$ cat src/rtl/opseq_pkg.sv
package opseq_pkg;

  localparam int CLS_W  = 2;
  localparam int KIND_W = 2;

  // bit0: needs a memory operand read pass; bit1: writes memory
  typedef enum logic [CLS_W-1:0] {
    CLS_REG   = 2'b00,
    CLS_LOAD  = 2'b01,
    CLS_STORE = 2'b10,
    CLS_RMW   = 2'b11
  } icls_e;

  typedef enum logic [KIND_W-1:0] {
    EXC_NONE    = 2'b00,
    EXC_ILLEGAL = 2'b01,
    EXC_GRP_A   = 2'b10,
    EXC_GRP_F   = 2'b11
  } exck_e;

  // stage-one slot: carries the trap kind decoded at issue
  typedef struct packed {
    logic  vld;
    logic  pass;
    icls_e cls;
    exck_e kind;
  } fslot_t;

  // stage-two slot: trapping instructions never get here
  typedef struct packed {
    logic  vld;
    logic  pass;
    icls_e cls;
  } bslot_t;

endpackage

$ cat src/rtl/opseq_rst_sync.sv
module opseq_rst_sync #(
  parameter int STAGES = 2
) (
  input  logic clk,
  input  logic rst_n,
  output logic rst_n_sync
);

  logic [STAGES-1:0] chain_q;
  logic [STAGES-1:0] chain_d;

  generate
    if (STAGES == 1) begin : g_single
      assign chain_d = 1'b1;
    end else begin : g_multi
      assign chain_d = {chain_q[STAGES-2:0], 1'b1};
    end
  endgenerate

  always_ff @(posedge clk or negedge rst_n) begin
    if (!rst_n) chain_q <= '0;
    else        chain_q <= chain_d;
  end

  assign rst_n_sync = chain_q[STAGES-1];

endmodule

$ cat src/rtl/opseq_decode.sv
module opseq_decode
  import opseq_pkg::*;
#(
  parameter int            OP_W   = 16,
  parameter logic [OP_W-1:0] ILL_OP0 = 16'h0000,
  parameter logic [OP_W-1:0] ILL_OP1 = 16'h4AFC,
  parameter logic [3:0]    GRP_A  = 4'hA,
  parameter logic [3:0]    GRP_F  = 4'hF
) (
  input  logic [OP_W-1:0] op,
  output exck_e           kind
);

  localparam int NIB_W = 4;

  logic [NIB_W-1:0] top_nib;
  logic             hit_ill;

  assign top_nib = op[OP_W-1 -: NIB_W];
  assign hit_ill = (op == ILL_OP0) || (op == ILL_OP1);

  // exact illegal codes take priority over the group nibbles
  always_comb begin
    if (hit_ill)               kind = EXC_ILLEGAL;
    else if (top_nib == GRP_A) kind = EXC_GRP_A;
    else if (top_nib == GRP_F) kind = EXC_GRP_F;
    else                       kind = EXC_NONE;
  end

endmodule

$ cat src/rtl/opseq_front.sv
module opseq_front
  import opseq_pkg::*;
(
  input  logic   clk,
  input  logic   rst_n,
  input  logic   adv,
  input  logic   accept,
  input  fslot_t new_slot,
  output fslot_t s1,
  output logic   recirc,
  output logic   exc_fire
);

  fslot_t s1_q;
  fslot_t s1_nxt;
  logic   s1_trap;

  assign s1_trap  = s1_q.vld && (s1_q.kind != EXC_NONE);
  // a clean memory-read instruction in its first pass re-enters stage one
  assign recirc   = s1_q.vld && !s1_trap && s1_q.cls[0] && !s1_q.pass;
  assign exc_fire = s1_trap && adv;

  always_comb begin
    s1_nxt = '0;
    if (recirc) begin
      s1_nxt      = s1_q;
      s1_nxt.pass = 1'b1;
    end else if (accept) begin
      s1_nxt = new_slot;
    end
  end

  always_ff @(posedge clk or negedge rst_n) begin
    if (!rst_n)   s1_q <= '0;
    else if (adv) s1_q <= s1_nxt;
  end

  assign s1 = s1_q;


  recirc_chk: assert property (@(posedge clk) disable iff (!rst_n)
    (recirc && adv) |=> (s1_q.vld && s1_q.pass));


  front_freeze_chk: assert property (@(posedge clk) disable iff (!rst_n)
    !adv |=> $stable(s1_q));

endmodule

$ cat src/rtl/opseq_back.sv
module opseq_back
  import opseq_pkg::*;
(
  input  logic   clk,
  input  logic   rst_n,
  input  logic   adv,
  input  fslot_t s1_in,
  output bslot_t s2,
  output logic   wr_stb
);

  bslot_t s2_q;
  bslot_t s2_nxt;

  always_comb begin
    s2_nxt = '0;
    if (s1_in.vld && (s1_in.kind == EXC_NONE)) begin
      s2_nxt.vld  = 1'b1;
      s2_nxt.pass = s1_in.pass;
      s2_nxt.cls  = s1_in.cls;
    end
  end

  always_ff @(posedge clk or negedge rst_n) begin
    if (!rst_n)   s2_q <= '0;
    else if (adv) s2_q <= s2_nxt;
  end

  // store writes in its only pass; read-modify-write writes in its second
  assign wr_stb = s2_q.vld && s2_q.cls[1] && (s2_q.pass || !s2_q.cls[0]);
  assign s2     = s2_q;


  trap_drop_chk: assert property (@(posedge clk) disable iff (!rst_n)
    (adv && s1_in.vld && (s1_in.kind != EXC_NONE)) |=> !s2_q.vld);


  rmw_second_pass_chk: assert property (@(posedge clk) disable iff (!rst_n)
    (adv && s1_in.vld && (s1_in.kind == EXC_NONE) && (s1_in.cls == CLS_RMW) && s1_in.pass)
      |=> wr_stb);

endmodule

$ cat src/rtl/opnd_pipe_seq.sv
module opnd_pipe_seq
  import opseq_pkg::*;
#(
  parameter int              OP_W        = 16,
  parameter logic [OP_W-1:0] ILL_OP0     = 16'h0000,
  parameter logic [OP_W-1:0] ILL_OP1     = 16'h4AFC,
  parameter int              SYNC_STAGES = 2
) (
  input  logic              clk,
  input  logic              rst_n,
  input  logic              issue_valid,
  input  logic [OP_W-1:0]   issue_op,
  input  logic [CLS_W-1:0]  issue_cls,
  input  logic              mem_wait,
  output logic              hold_issue,
  output logic              s1_valid,
  output logic              s1_phase,
  output logic              s2_valid,
  output logic              s2_phase,
  output logic              mem_rd,
  output logic              mem_wr,
  output logic              exc_valid,
  output logic [KIND_W-1:0] exc_kind
);

  logic   rst_q;
  logic   adv;
  logic   accept;
  logic   recirc;
  logic   exc_fire;
  exck_e  dec_kind;
  fslot_t new_slot;
  fslot_t s1;
  bslot_t s2;

  opseq_rst_sync #(.STAGES(SYNC_STAGES)) u_rst (
    .clk        (clk),
    .rst_n      (rst_n),
    .rst_n_sync (rst_q)
  );

  opseq_decode #(.OP_W(OP_W), .ILL_OP0(ILL_OP0), .ILL_OP1(ILL_OP1)) u_dec (
    .op   (issue_op),
    .kind (dec_kind)
  );

  assign adv        = !mem_wait;
  assign hold_issue = mem_wait || recirc;
  assign accept     = issue_valid && !hold_issue;

  always_comb begin
    new_slot      = '0;
    new_slot.vld  = 1'b1;
    new_slot.pass = 1'b0;
    new_slot.cls  = icls_e'(issue_cls);
    new_slot.kind = dec_kind;
  end

  opseq_front u_front (
    .clk      (clk),
    .rst_n    (rst_q),
    .adv      (adv),
    .accept   (accept),
    .new_slot (new_slot),
    .s1       (s1),
    .recirc   (recirc),
    .exc_fire (exc_fire)
  );

  opseq_back u_back (
    .clk    (clk),
    .rst_n  (rst_q),
    .adv    (adv),
    .s1_in  (s1),
    .s2     (s2),
    .wr_stb (mem_wr)
  );

  assign s1_valid  = s1.vld;
  assign s1_phase  = s1.pass;
  assign s2_valid  = s2.vld;
  assign s2_phase  = s2.pass;
  assign mem_rd    = s1.vld && s1.pass;
  assign exc_valid = exc_fire;
  assign exc_kind  = exc_fire ? s1.kind : EXC_NONE;


  freeze_chk: assert property (@(posedge clk) disable iff (!rst_q)
    mem_wait |=> $stable({s1_valid, s1_phase, s2_valid, s2_phase}));


  rd_then_exec_chk: assert property (@(posedge clk) disable iff (!rst_q)
    (mem_rd && !mem_wait) |=> (s2_valid && s2_phase));


  exc_quiet_chk: assert property (@(posedge clk) disable iff (!rst_q)
    exc_valid |-> (!mem_rd && !hold_issue));


  reset_quiet_chk: assert property (@(posedge clk)
    !rst_q |-> (!s1_valid && !s2_valid && !mem_wr && !exc_valid));

endmodule

$ cat config.mk
export PLATFORM = sky130hd
export DESIGN_NAME = opnd_pipe_seq
export DESIGN_NICKNAME = d
export VERILOG_FILES = /design/src/rtl/opseq_pkg.sv /design/src/rtl/opseq_rst_sync.sv /design/src/rtl/opseq_decode.sv /design/src/rtl/opseq_front.sv /design/src/rtl/opseq_back.sv /design/src/rtl/opnd_pipe_seq.sv
export SDC_FILE = /design/constraint.sdc
export NUM_CORES = 1
export LEC_CHECK = 0
export ABC_AREA = 1
export BUFFER_PORTS_ARGS = -buffer_cell sky130_fd_sc_hd__buf_2
export CORE_UTILIZATION = 26
export DETAILED_ROUTE_END_ITERATION = 8
export SYNTH_ARGS = -nofsm -noshare
export SYNTH_HDL_FRONTEND = slang
export SYNTH_SLANG_ARGS = --single-unit
$ cat constraint.sdc
create_clock -name clk -period 1.01 [get_ports clk]
set_clock_uncertainty 0.05 [all_clocks]
set_input_delay 0.202 -clock clk [delete_from_list [all_inputs] [get_ports clk]]
set_output_delay 0.202 -clock clk [all_outputs]
set_load 0.05 [all_outputs]
# After elaboration in Yosys (flattened, before gate mapping)

Index checks and enable logic that the tools add are counted.

Bits in registers: 12
Bits in latches: 0
Memories: 0
Output and inout port bits: 10
Logic and storage cells: 42
RAM bits: 0
ROM bits: 0

Div/mod/pow operators: 0
Add/sub/neg operators: 0
Multiply operators: 0
Eq/ne operators: 3
Multiplexer cells: 7
Magnitude comparators: 0
Shift-type cells: 0
Reduce and logical (&&, ||, !) cells: 22
Bitwise logic cells: 2

Operator list:

| operator                                        | number |
|---|---|
| == test 16 x 15 -> 1 bit, second input constant | 1 |
| zero test 16 bit                                | 1 |
| logical AND 1 bit                               | 10 |
| == test 4 bit, second input constant            | 2 |
| 2-to-1 mux 2 bit                                | 4 |
| 2-to-1 mux 6 bit                                | 1 |
| zero test 1 bit                                 | 5 |
| 2-to-1 mux 5 bit                                | 1 |
| 2-to-1 mux 4 bit                                | 1 |
| logical OR 1 bit                                | 3 |
| zero test 2 bit                                 | 1 |
| inverter 1 bit                                  | 2 |
| AND reduction 2 bit                             | 1 |
| nonzero test 2 bit                              | 1 |

# Depth between registers and ports, before layout

Gate-level depths: netlist of the first run.

Word-level depth: 11
Gate-level depth with buffers: 8
Depth with buffers taken out: 8

# Hierarchy

Synthesis of the first run repeated with hierarchy kept, for this count alone.

Cells, all modules: 117
Area total of the unflattened synthesis: 759.5 µm²

By module, submodules not included:

| module         | area each (µm²) | cells an instance | seq. area each (µm²) | times used |
|---|---|---|---|---|
| opseq_front    | 330.3           | 46                | 150.1                | 1 |
| opseq_back     | 183.9           | 23                | 100.1                | 1 |
| opseq_decode   | 137.6           | 32                | 0.0                  | 1 |
| opnd_pipe_seq  | 53.8            | 13                | 0.0                  | 1 |
| opseq_rst_sync | 53.8            | 3                 | 50.0                 | 1 |

# Worst setup path after synthesis of the first run

OpenSTA, ideal clock, no wires.

Kind: reg2out
From: reg u_back.s2_q, in the netlist u_back.s2[2]
To: out mem_wr
Buffers on the path: 0
Path slack: -1.134 ns
Cell stages (with the launch flop): 3
Data arrival time: 1.892 ns
Cell sequence: dfrtp_1 > inv_1 > a211oi_1

Cells in the longest elaborated chain, start to end: 2

Ends and longest elaborated chain:

| item                   | RTL line            | source |
|---|---|---|
| start, declared        | opseq_back.sv:12    | `bslot_t s2_q;` |
| start signal, assigned | opseq_back.sv:26    | `else if (adv) s2_q <= s2_nxt;` |
| logical OR 1 bit       | opseq_back.sv:30    | `assign wr_stb = s2_q.vld && s2_q.cls[1] && (s2_q.pass \|\| !s2_q.cls[0]);` |
| logical AND 1 bit      | opseq_back.sv:30    |  |
| end, declared          | opnd_pipe_seq.sv:21 | `output logic mem_wr,` |

Every way passes these cells.

# Worst setup path in the final report of the first run

From: reg u_front.s1_q, in the netlist u_front.s1[0]
To: out hold_issue

Cells in the longest elaborated chain, start to end: 7

Ends and longest elaborated chain:

| item                           | RTL line            | source |
|---|---|---|
| start, declared                | opseq_front.sv:14   | `fslot_t s1_q;` |
| start signal, assigned         | opseq_front.sv:35   | `else if (adv) s1_q <= s1_nxt;` |
| nonzero test 2 bit             | opseq_front.sv:18   | `assign s1_trap = s1_q.vld && (s1_q.kind != EXC_NONE);` |
| logical AND 1 bit              | opseq_front.sv:18   |  |
| zero test 1 bit                | opseq_front.sv:20   | `assign recirc = s1_q.vld && !s1_trap && s1_q.cls[0] && !s1_q.pass;` |
| logical AND 1 bit (3 in a row) | opseq_front.sv:20   |  |
| logical OR 1 bit               | opnd_pipe_seq.sv:48 | `assign hold_issue = mem_wait \|\| recirc;` |
| end, declared                  | opnd_pipe_seq.sv:15 | `output logic hold_issue,` |

Every way passes these cells.

==> flow_summary_export.csv, run 1 <==
group,metric,value,unit
clocking,cts-root-buf,"clkbuf_4",
clocking,clock_latency,0.27,ns
clocking,clkSinkCount,12,
floorplanning,die_h,52.7,um
floorplanning,start_util,0.272,
setup_path,critical_path_class,"reg2out",
power_and_ir_drop,power_density,1150,nW/um^2
route,post_drt_wl_per_cell,8.99,um
timing,rsz0062_at_grt,"yes",
setup_path,worstPathRequired,0.76,ns
route,wl_met2,826,um
synth,ys_seq_elements,12,
power_and_ir_drop,internal_power,1.01,mW
placed_design,routabilityCongestion,0.753,
route,via_per_inst,4.16,
synth,syn_area,668,um^2
cells_and_area,diodes,0,
global_route,grt_first_pass_wirelength,2.54,mm
hold_path,hp-start,"issue_cls[1]",
clocking,clockBufferDepth,2,
timing,hold_ws,0.0788,ns
clocking,cts.clk_slew.worst_paths,0.08,ns
route,drc_errors,2,
route,wl,1.58,mm
setup_path,critPathLaunchType,"flop",
power_and_ir_drop,pwr-share-comb,0.373,
synth,synth_fp_nets,112,
cells_and_area,utilization,0.523,
synth,yosys_warnings,0,
timing,fmaxAchievable,0.685,GHz
hold_path,hp-class,"in2reg",
setup_path,crit_arrival,1.21,ns
cells_and_area,mostFrequentLayoutCells,"nand2_1, buf_2, buf_4",
route,drt_pass1_iterations,6,
route,wl_met1,677,um
cells_and_area,mostFrequentLayoutCell,"nand2_1",
cells_and_area,nFillCells,224,
job,cap_violations,0,
run_status,violations,"design-rule violations, negative setup slack",
synth,synth_cells,90,
route,postRouteAntennaNets,0,
power_and_ir_drop,seq_power_share,0.375,
setup_path,critPathLaunch,"u_front.s1[0]$_DFFE_PN0N_",
floorplanning,io_pins,32,
clocking,cts_buffers,3,
global_route,grt_max_degree,11,
setup_path,critPathTopFamily,"flip-flops",
synth,syn_avg_cell_area,7.42,um^2
setup_path,path_max_fanout,2,
floorplanning,die_area,2780,um^2
floorplanning,row_count,18,
timing,slew_violations,0,
setup_path,r2r-start,"u_front.s1[0]$_DFFE_PN0N_",
setup_path,worstPathCellList,"inv_2, nand2_2, nor2_4, nand3_4, nand2_8, buf_8",
synth,ys_types,20,
power_and_ir_drop,p_leak,0.642,nW
global_route,antenna_found_initial,0,
clocking,h-tree-depth,1,
route,dr.first_iter.drc_count,12,
timing,fin_crit_sh,1.45,
synth,ys_seq_area_frac,0.449,
route,route.met3.wl,63,um
global_route,grt_overflow,0,
cells_and_area,area_delta_synth_final,92.3,%
setup_path,cp_slowest_cell,"dfrtp_1",
global_route,grtUsageTotal,0.127,
timing,setup_ws,-0.450,ns
power_and_ir_drop,netSwitchingFraction,0.318,
setup_path,crit_path_max_incr_delay,0.40,ns
timing,hold_viol,0,
setup_path,setup.worst_path.end_class,"output pin",
run_status,status,"finished, violations left",
power_and_ir_drop,pwr-share-clk,0.252,
timing,finalCriticalPeriod,1.46,ns
clocking,tritoncts,"built",
floorplanning,die_width,52.7,um
route,top_layer,"met4",
placed_design,port_buffers,31,
cells_and_area,nNetsFinal,169,
global_route,grt_pass1_vias,623,
power_and_ir_drop,p_switching,0.471,mW
timing,setup_viol,20,
setup_path,path_buf_inv,2,
route,vias,733,
cells_and_area,layout-drive-gt1-share,0.568,
floorplanning,coreArea,2450,um^2
power_and_ir_drop,vdd_drop_max,0.000628,V
placed_design,dp_hpwl,1.20,mm
[logic make-up (layout without fill, tap and decap cells)]
kind of cell / Yosys count / after routing / share of synthesized area
and+or+nand+nor: 55 / 55 / 0.376
buffers and inverters: 14 / 70 / 0.0993
DFF: 12 / 12 / 0.449
AOI/OAI and AO/OA: 8 / 8 / 0.0693
other: 1 / 1 / 0.00561
[final timing paths]
kind,endpoint,slack [ns],cells after the start
worst min-delay path,u_front.s1[3]$_DFFE_PN0N_,0.08,3
worst min register to register,u_back.s2[0]$_DFFE_PN0N_,0.11,0
worst max register to register,u_back.s2[2]$_DFFE_PN0N_,-0.26,9
worst max-delay path,hold_issue,-0.45,6
min in group asynchronous,u_back.s2[0]$_DFFE_PN0N_,0.11,0
max in group asynchronous,u_front.s1[5]$_DFFE_PN0N_,0.49,0
[layout make-up]
cell class | instances | area, um^2 | share of cell area
Clock buffer | 4 | 36.3 | 0.0282
Inverter | 14 | 70.1 | 0.0545
Multi-Input combinational cell | 64 | 408 | 0.317
Sequential cell | 12 | 305 | 0.238
Tap cell | 30 | 37.5 | 0.0292
Timing Repair Buffer | 52 | 428 | 0.333
[power groups by stage]
stage / clock [mW] / combinational, mW / sequential, mW
6_report: 0.373 / 0.552 / 0.554
3_5_place_dp: 0 / 0.395 / 0.558
3_3_place_gp: 0 / 0.388 / 0.558
2_1_floorplan: 0 / 0.174 / 0.626
4_1_cts: 0.384 / 0.504 / 0.552
5_1_grt: 0.411 / 0.592 / 0.561
[worst min-delay path, stage by stage]
cell,delay (ns)
buf_2,0.08
nand2_1,0.04
nand2_1,0.04
[cells in the mapped netlist, drive strengths merged]
cell type / number / area [um^2]
nand2: 32 / 133
or2: 1 / 6.26
a211oi: 1 / 7.51
nand4: 2 / 12.5
inv: 13 / 48.8
nor2: 16 / 75.1
o21a: 1 / 7.51
nand3: 4 / 25.0
o21ai: 4 / 20.0
a21oi: 1 / 5.00
o22ai: 1 / 6.26
dfrtp: 12 / 300
conb: 1 / 3.75
bufinv: 1 / 17.5
[stage by stage]
stage | power, mW | cell area (um^2) | setup WS (ns) | TNS [ns] | std cells
2_1_floorplan | 0.799 | 742 | -0.381 | -3.30 | 90
3_3_place_gp | 0.946 | 1030 | -0.320 | -2.57 | 162
3_5_place_dp | 0.953 | 1030 | -0.360 | -2.91 | 162
4_1_cts | 1.44 | 1210 | -0.455 | -5.61 | 172
5_1_grt | 1.56 | 1280 | -0.524 | -6.48 | 176
6_report | 1.48 | 1280 | -0.450 | -5.25 | 176
[registers in the layout, indices dropped and copies added, names as in the netlist]
| register | cells |
|---|---|
| u_back.s2 | 4 |
| u_front.s1 | 6 |
| u_rst.chain_q | 2 |
[timing repair]
action | CTS | global route
setup endpoints to repair | 17 | 20
pin swaps | 3 | 1
hold endpoints to repair | 2 | 0
resized for setup | 32 | 9
hold buffers | 1 | 0
buffers inserted | 6 | 5
[layer usage]
layer	GRT usage	vias to the layer above
met5	0	-
met4	0.0658	0
met3	0.0261	2
met2	0.224	28
met1	0.143	317
li1	-	386
(Power assumes the default switching activity.)
==> run 2, diff against run 1 <==
Settings changed: PLACE_DENSITY set to 0.59, REMOVE_ABC_BUFFERS set to 1.
==> flow_summary_export.csv, run 2 (synthesized netlist as in run 1, its figures left out) <==
group,metric,value,unit
clocking,cts-root-buf,"clkbuf_4",
timing,slew_violations,0,
power_and_ir_drop,netSwitchingFraction,0.315,
power_and_ir_drop,pwr-share-clk,0.277,
timing,rsz0062_at_grt,"yes",
setup_path,crit_arrival,1.19,ns
cells_and_area,nFillCells,256,
global_route,grt-busiest-layer,"met2",
cells_and_area,mostFrequentLayoutCell,"nand2_1",
floorplanning,die_area,2780,um^2
cells_and_area,largest_register_ffs,6,
global_route,grt_pass1_vias,623,
route,postRouteAntennaNets,0,
route,drt_pass1_iterations,4,
floorplanning,start_util,0.272,
clocking,clockBufferDepth,2,
route,dr.first_iter.drc_count,6,
run_status,violations,"negative setup slack",
power_and_ir_drop,power_density,1200,nW/um^2
floorplanning,coreArea,2450,um^2
timing,finalCriticalPeriod,1.45,ns
setup_path,crit_path_max_incr_delay,0.40,ns
cells_and_area,layout-drive-gt1-share,0.486,
global_route,antenna_found_initial,0,
cells_and_area,diodes,0,
setup_path,critPathLaunchType,"flop",
floorplanning,io_pins,32,
global_route,met1_usage,0.119,
clocking,cts_buffers,3,
run_status,status,"finished, violations left",
setup_path,setup.worst_path.end_class,"output pin",
route,drc_errors,0,
placed_design,port_buffers,31,
timing,fmaxAchievable,0.691,GHz
clocking,clkSinkCount,12,
clocking,cts.clk_slew.worst_paths,0.07,ns
route,wl,1.56,mm
global_route,grt_max_degree,11,
timing,setup_viol,18,
placed_design,dp_hpwl,1.18,mm
timing,hold_viol,0,
cells_and_area,nNetsFinal,161,
floorplanning,row_count,18,
clocking,h-tree-depth,1,
setup_path,worstPathCellList,"inv_2, nand2_2, nor2_4, nand3_2, nand2_4, buf_8",
power_and_ir_drop,p_leak,0.593,nW
global_route,met2_usage,0.219,
hold_path,hp-class,"in2reg",
timing,setup_ws,-0.436,ns
setup_path,critical_path_class,"reg2out",
cells_and_area,area_delta_synth_final,68.2,%
setup_path,worstPathRequired,0.76,ns
floorplanning,die_h,52.7,um
placed_design,routabilityCongestion,0.745,
global_route,grtUsageTotal,0.120,
power_and_ir_drop,p_total,1.35,mW
global_route,grt_first_pass_wirelength,2.34,mm
power_and_ir_drop,internal_power,0.926,mW
timing,fin_crit_sh,1.43,
setup_path,cp_slowest_cell,"dfrtp_1",
power_and_ir_drop,vdd_drop_max,0.000582,V
cells_and_area,utilization,0.458,
power_and_ir_drop,pwr-share-comb,0.315,
global_route,grt_use_met3,0.0348,
route,via_per_inst,4.20,
route,post_drt_wl_per_cell,9.28,um
clocking,clock_latency,0.27,ns
setup_path,path_max_fanout,2,
cells_and_area,mostFrequentLayoutCells,"nand2_1, buf_2, nor2_1",
power_and_ir_drop,seq_power_share,0.408,
global_route,grt_overflow,0,
route,vias,705,
job,cap_violations,0,
power_and_ir_drop,p_switching,0.426,mW
floorplanning,die_width,52.7,um
clocking,tritoncts,"built",
## run 2: cell count changes in the layout (fill, tap and decap cells not counted), moves of 2 or more
cell and delta:
inv_1 +2, dfrtp_1 +3, nand2_8 -2, dfrtp_2 -3, buf_4 -3, buf_6 -3, nand3_1 +2
## run 2: worst paths after layout
check,from,endpoint,slack (ns),cells past startpoint
worst max-delay path,u_front.s1[1]$_DFFE_PN0N_,hold_issue,-0.44,6
worst min-delay path,issue_cls[1],u_front.s1[3]$_DFFE_PN0N_,0.07,3
worst max register to register,u_front.s1[1]$_DFFE_PN0N_,u_front.s1[2]$_DFFE_PN0N_,-0.21,9
worst min register to register,u_rst.chain_q[1]$_DFF_PN0_,u_front.s1[2]$_DFFE_PN0N_,0.12,0
max in group asynchronous,u_rst.chain_q[1]$_DFF_PN0_,u_front.s1[5]$_DFFE_PN0N_,0.46,0
min in group asynchronous,u_rst.chain_q[1]$_DFF_PN0_,u_front.s1[2]$_DFFE_PN0N_,0.12,0
## run 2: critical path, delay by kind of cell (launching register included)
kind | cells | cell delay [ns]
buffers and inverters | 2 | 0.21
flip-flops | 1 | 0.40
AND/OR/NAND/NOR | 4 | 0.31
## run 2: through the flow
step	std cells	hold WS [ns]	setup slack, ns	cell area, um^2	TNS, ns
after global routing	168	0.0807	-0.512	1120	-5.11
final	168	0.0740	-0.436	1120	-3.87
after floorplan	90	-0.144	-1.13	668	-7.61
after detailed placement	162	-0.0617	-0.222	943	-2.02
after global placement	162	-0.0633	-0.211	943	-1.83
after CTS	167	0.0668	-0.425	1070	-4.03
## run 2: cell type report
type | count | area (um^2) | share of cell area
clock buffers | 4 | 36.3 | 0.0323
inverters | 14 | 66.3 | 0.0590
multi-input cells | 64 | 345 | 0.307
flip-flops and latches | 12 | 302 | 0.268
well taps | 30 | 37.5 | 0.0334
repair buffers | 44 | 337 | 0.300
## run 2: power groups by stage
stage | Clock [mW] | Sequential (mW) | Combinational, mW
after floorplan | 0 | 0.615 | 0.142
after CTS | 0.392 | 0.551 | 0.397
after global placement | 0 | 0.555 | 0.341
final | 0.375 | 0.551 | 0.426
after global routing | 0.421 | 0.557 | 0.463
after detailed placement | 0 | 0.557 | 0.346
## run 2: layer usage
metal,vias to the layer above,routed length [um],share of wire
li1,368,-,-
met1,312,616,0.40
met2,25,861,0.55
met3,0,81,0.052
met4,0,0,0
met5,-,0,0
## run 2: timing repair
action                                  4_1_cts  5_1_grt
pin swaps                                     2        4
resized for setup                            25       14
hold endpoints to repair                      2        0
buffers inserted                              0        2
endpoints found under the setup margin       17       20
hold buffers                                  1        0
==> run 3, diff against run 2 <==
Settings changed: CTS_BUF_LIST set to sky130_fd_sc_hd__clkbuf_4.
==> flow_summary_export.csv, run 3 (synthesized netlist as in run 1, its figures left out) <==
group,metric,value,unit
cells_and_area,diodes,0,
clocking,cts_buffers,3,
timing,slew_violations,0,
placed_design,port_buffers,31,
floorplanning,io_pins,32,
setup_path,reg2reg_depth,9,
power_and_ir_drop,internal_power,0.850,mW
floorplanning,die_area,2780,um^2
timing,hold_viol,0,
setup_path,path_max_fanout,2,
global_route,antenna_found_initial,0,
route,postRouteAntennaNets,0,
floorplanning,start_util,0.272,
placed_design,place_area,943,um^2
route,drc_errors,0,
placed_design,dp_hpwl,1.18,mm
cells_and_area,mostFrequentLayoutCell,"nand2_1",
placed_design,dp_slack,-0.222,ns
timing,setup_ws,-0.434,ns
power_and_ir_drop,pwr-share-clk,0.233,
hold_path,hp-class,"in2reg",
route,via_per_inst,4.19,
run_status,status,"finished, violations left",
floorplanning,coreArea,2450,um^2
timing,fmaxAchievable,0.692,GHz
route,dr.first_iter.drc_count,6,
route,post_drt_wl_per_cell,9.29,um
cells_and_area,area_delta_synth_final,66.7,%
power_and_ir_drop,p_total,1.27,mW
timing,rsz0062_at_grt,"yes",
timing,finalCriticalPeriod,1.44,ns
cells_and_area,layout-drive-gt1-share,0.478,
cells_and_area,nNetsFinal,161,
cells_and_area,utilization,0.454,
setup_path,critical_path_class,"reg2out",
setup_path,reg2reg_to,"u_front.s1[2]$_DFFE_PN0N_",
cells_and_area,design_area,1110,um^2
clocking,h-tree-depth,1,
clocking,cts-root-buf,"clkbuf_4",
timing,tns,-3.85,ns
power_and_ir_drop,pwr-share-comb,0.334,
global_route,grt_first_pass_wirelength,2.34,mm
clocking,clock_latency,0.27,ns
setup_path,crit_arrival,1.19,ns
setup_path,r2r-start,"u_front.s1[1]$_DFFE_PN0N_",
setup_path,setup.worst_path.end_class,"output pin",
setup_path,ff2ff_setup_slack,-0.21,ns
cells_and_area,fin_cells,168,
timing,hold_ws,0.0740,ns
hold_path,hp-start,"issue_cls[1]",
power_and_ir_drop,p_leak,0.587,nW
floorplanning,row_count,18,
run_status,violations,"negative setup slack",
setup_path,worstPathRequired,0.76,ns
floorplanning,die_h,52.7,um
clocking,clkSinkCount,12,
placed_design,routabilityCongestion,0.745,
clocking,tritoncts,"built",
global_route,grt_max_degree,11,
power_and_ir_drop,netSwitchingFraction,0.333,
route,drt_pass1_iterations,4,
floorplanning,die_width,52.7,um
setup_path,critPathLaunchType,"flop",
cells_and_area,mostFrequentLayoutCells,"nand2_1, buf_2, nor2_1",
cells_and_area,largest_register_ffs,6,
placed_design,placed_cells,162,
job,cap_violations,0,
hold_path,hold_end,"u_front.s1[3]$_DFFE_PN0N_",
route,wl,1.56,mm
global_route,grt_pass1_vias,623,
clocking,cts.clk_slew.worst_paths,0.07,ns
power_and_ir_drop,power_density,1140,nW/um^2
hold_path,hold_depth,3,
power_and_ir_drop,p_switching,0.425,mW
timing,setup_viol,18,
route,vias,704,
global_route,grtUsageTotal,0.120,
timing,fin_crit_sh,1.43,
power_and_ir_drop,vdd_drop_max,0.000582,V
clocking,clockBufferDepth,2,
power_and_ir_drop,seq_power_share,0.432,
global_route,grt_overflow,0,
run 3: changes by cell type in the layout (fill, tap and decap cells not counted):
| cell | change |
|---|---|
| clkbuf_8 | -1 |
| clkinv_1 | +1 |
run 3: timing repair:
action / 4_1_cts / 5_1_grt
setup endpoints to repair: 16 / 20
pin swaps: 2 / 4
resized for setup: 25 / 14
endpoints found under the hold margin: 2 / 0
buffers inserted: 0 / 2
hold buffers: 1 / 0
run 3: worst max-delay path, cell delays in order (launching register included):
cell	delay, ns
dfrtp_1	0.40
inv_2	0.07
nand2_2	0.06
nor2_4	0.09
nand3_2	0.08
nand2_4	0.08
buf_8	0.14
run 3: how the worst max path moves through the flow:
stage          slack (ns)         end                       from
5_1_grt             -0.51  hold_issue  u_front.s1[1]$_DFFE_PN0N_
2_1_floorplan       -1.13      mem_wr   u_back.s2[2]$_DFFE_PN0N_
4_1_cts             -0.42  hold_issue  u_front.s1[1]$_DFFE_PN0N_
6_report            -0.43  hold_issue  u_front.s1[1]$_DFFE_PN0N_
3_5_place_dp        -0.22  hold_issue  u_front.s1[0]$_DFFE_PN0N_
3_3_place_gp        -0.21  hold_issue  u_front.s1[0]$_DFFE_PN0N_
run 3: layout make-up:
class,instances,area [um^2]
timing repair buffer,44,337
tap,30,37.5
multi-input combinational,64,345
clock inverter,1,3.75
fill,257,1340
clock buffer,3,22.5
inverter,14,66.3
sequential,12,302
run 3: power groups by stage:
stage	Sequential, mW	Clock, mW	Combinational, mW
after global routing	0.557	0.344	0.463
after CTS	0.551	0.313	0.397
after detailed placement	0.557	0	0.346
final	0.551	0.297	0.426
after global placement	0.555	0	0.341
after floorplan	0.615	0	0.142
run 3: metal layers:
| metal | up-vias | wire [um] | GRT usage | share of wire |
|---|---|---|---|---|
| met2 | 25 | 860 | 0.219 | 0.55 |
| met1 | 311 | 619 | 0.119 | 0.40 |
| li1 | 368 | - | - | - |
| met3 | 0 | 81 | 0.0348 | 0.052 |
| met5 | - | 0 | 0 | 0 |
| met4 | 0 | 0 | 0.0658 | 0 |
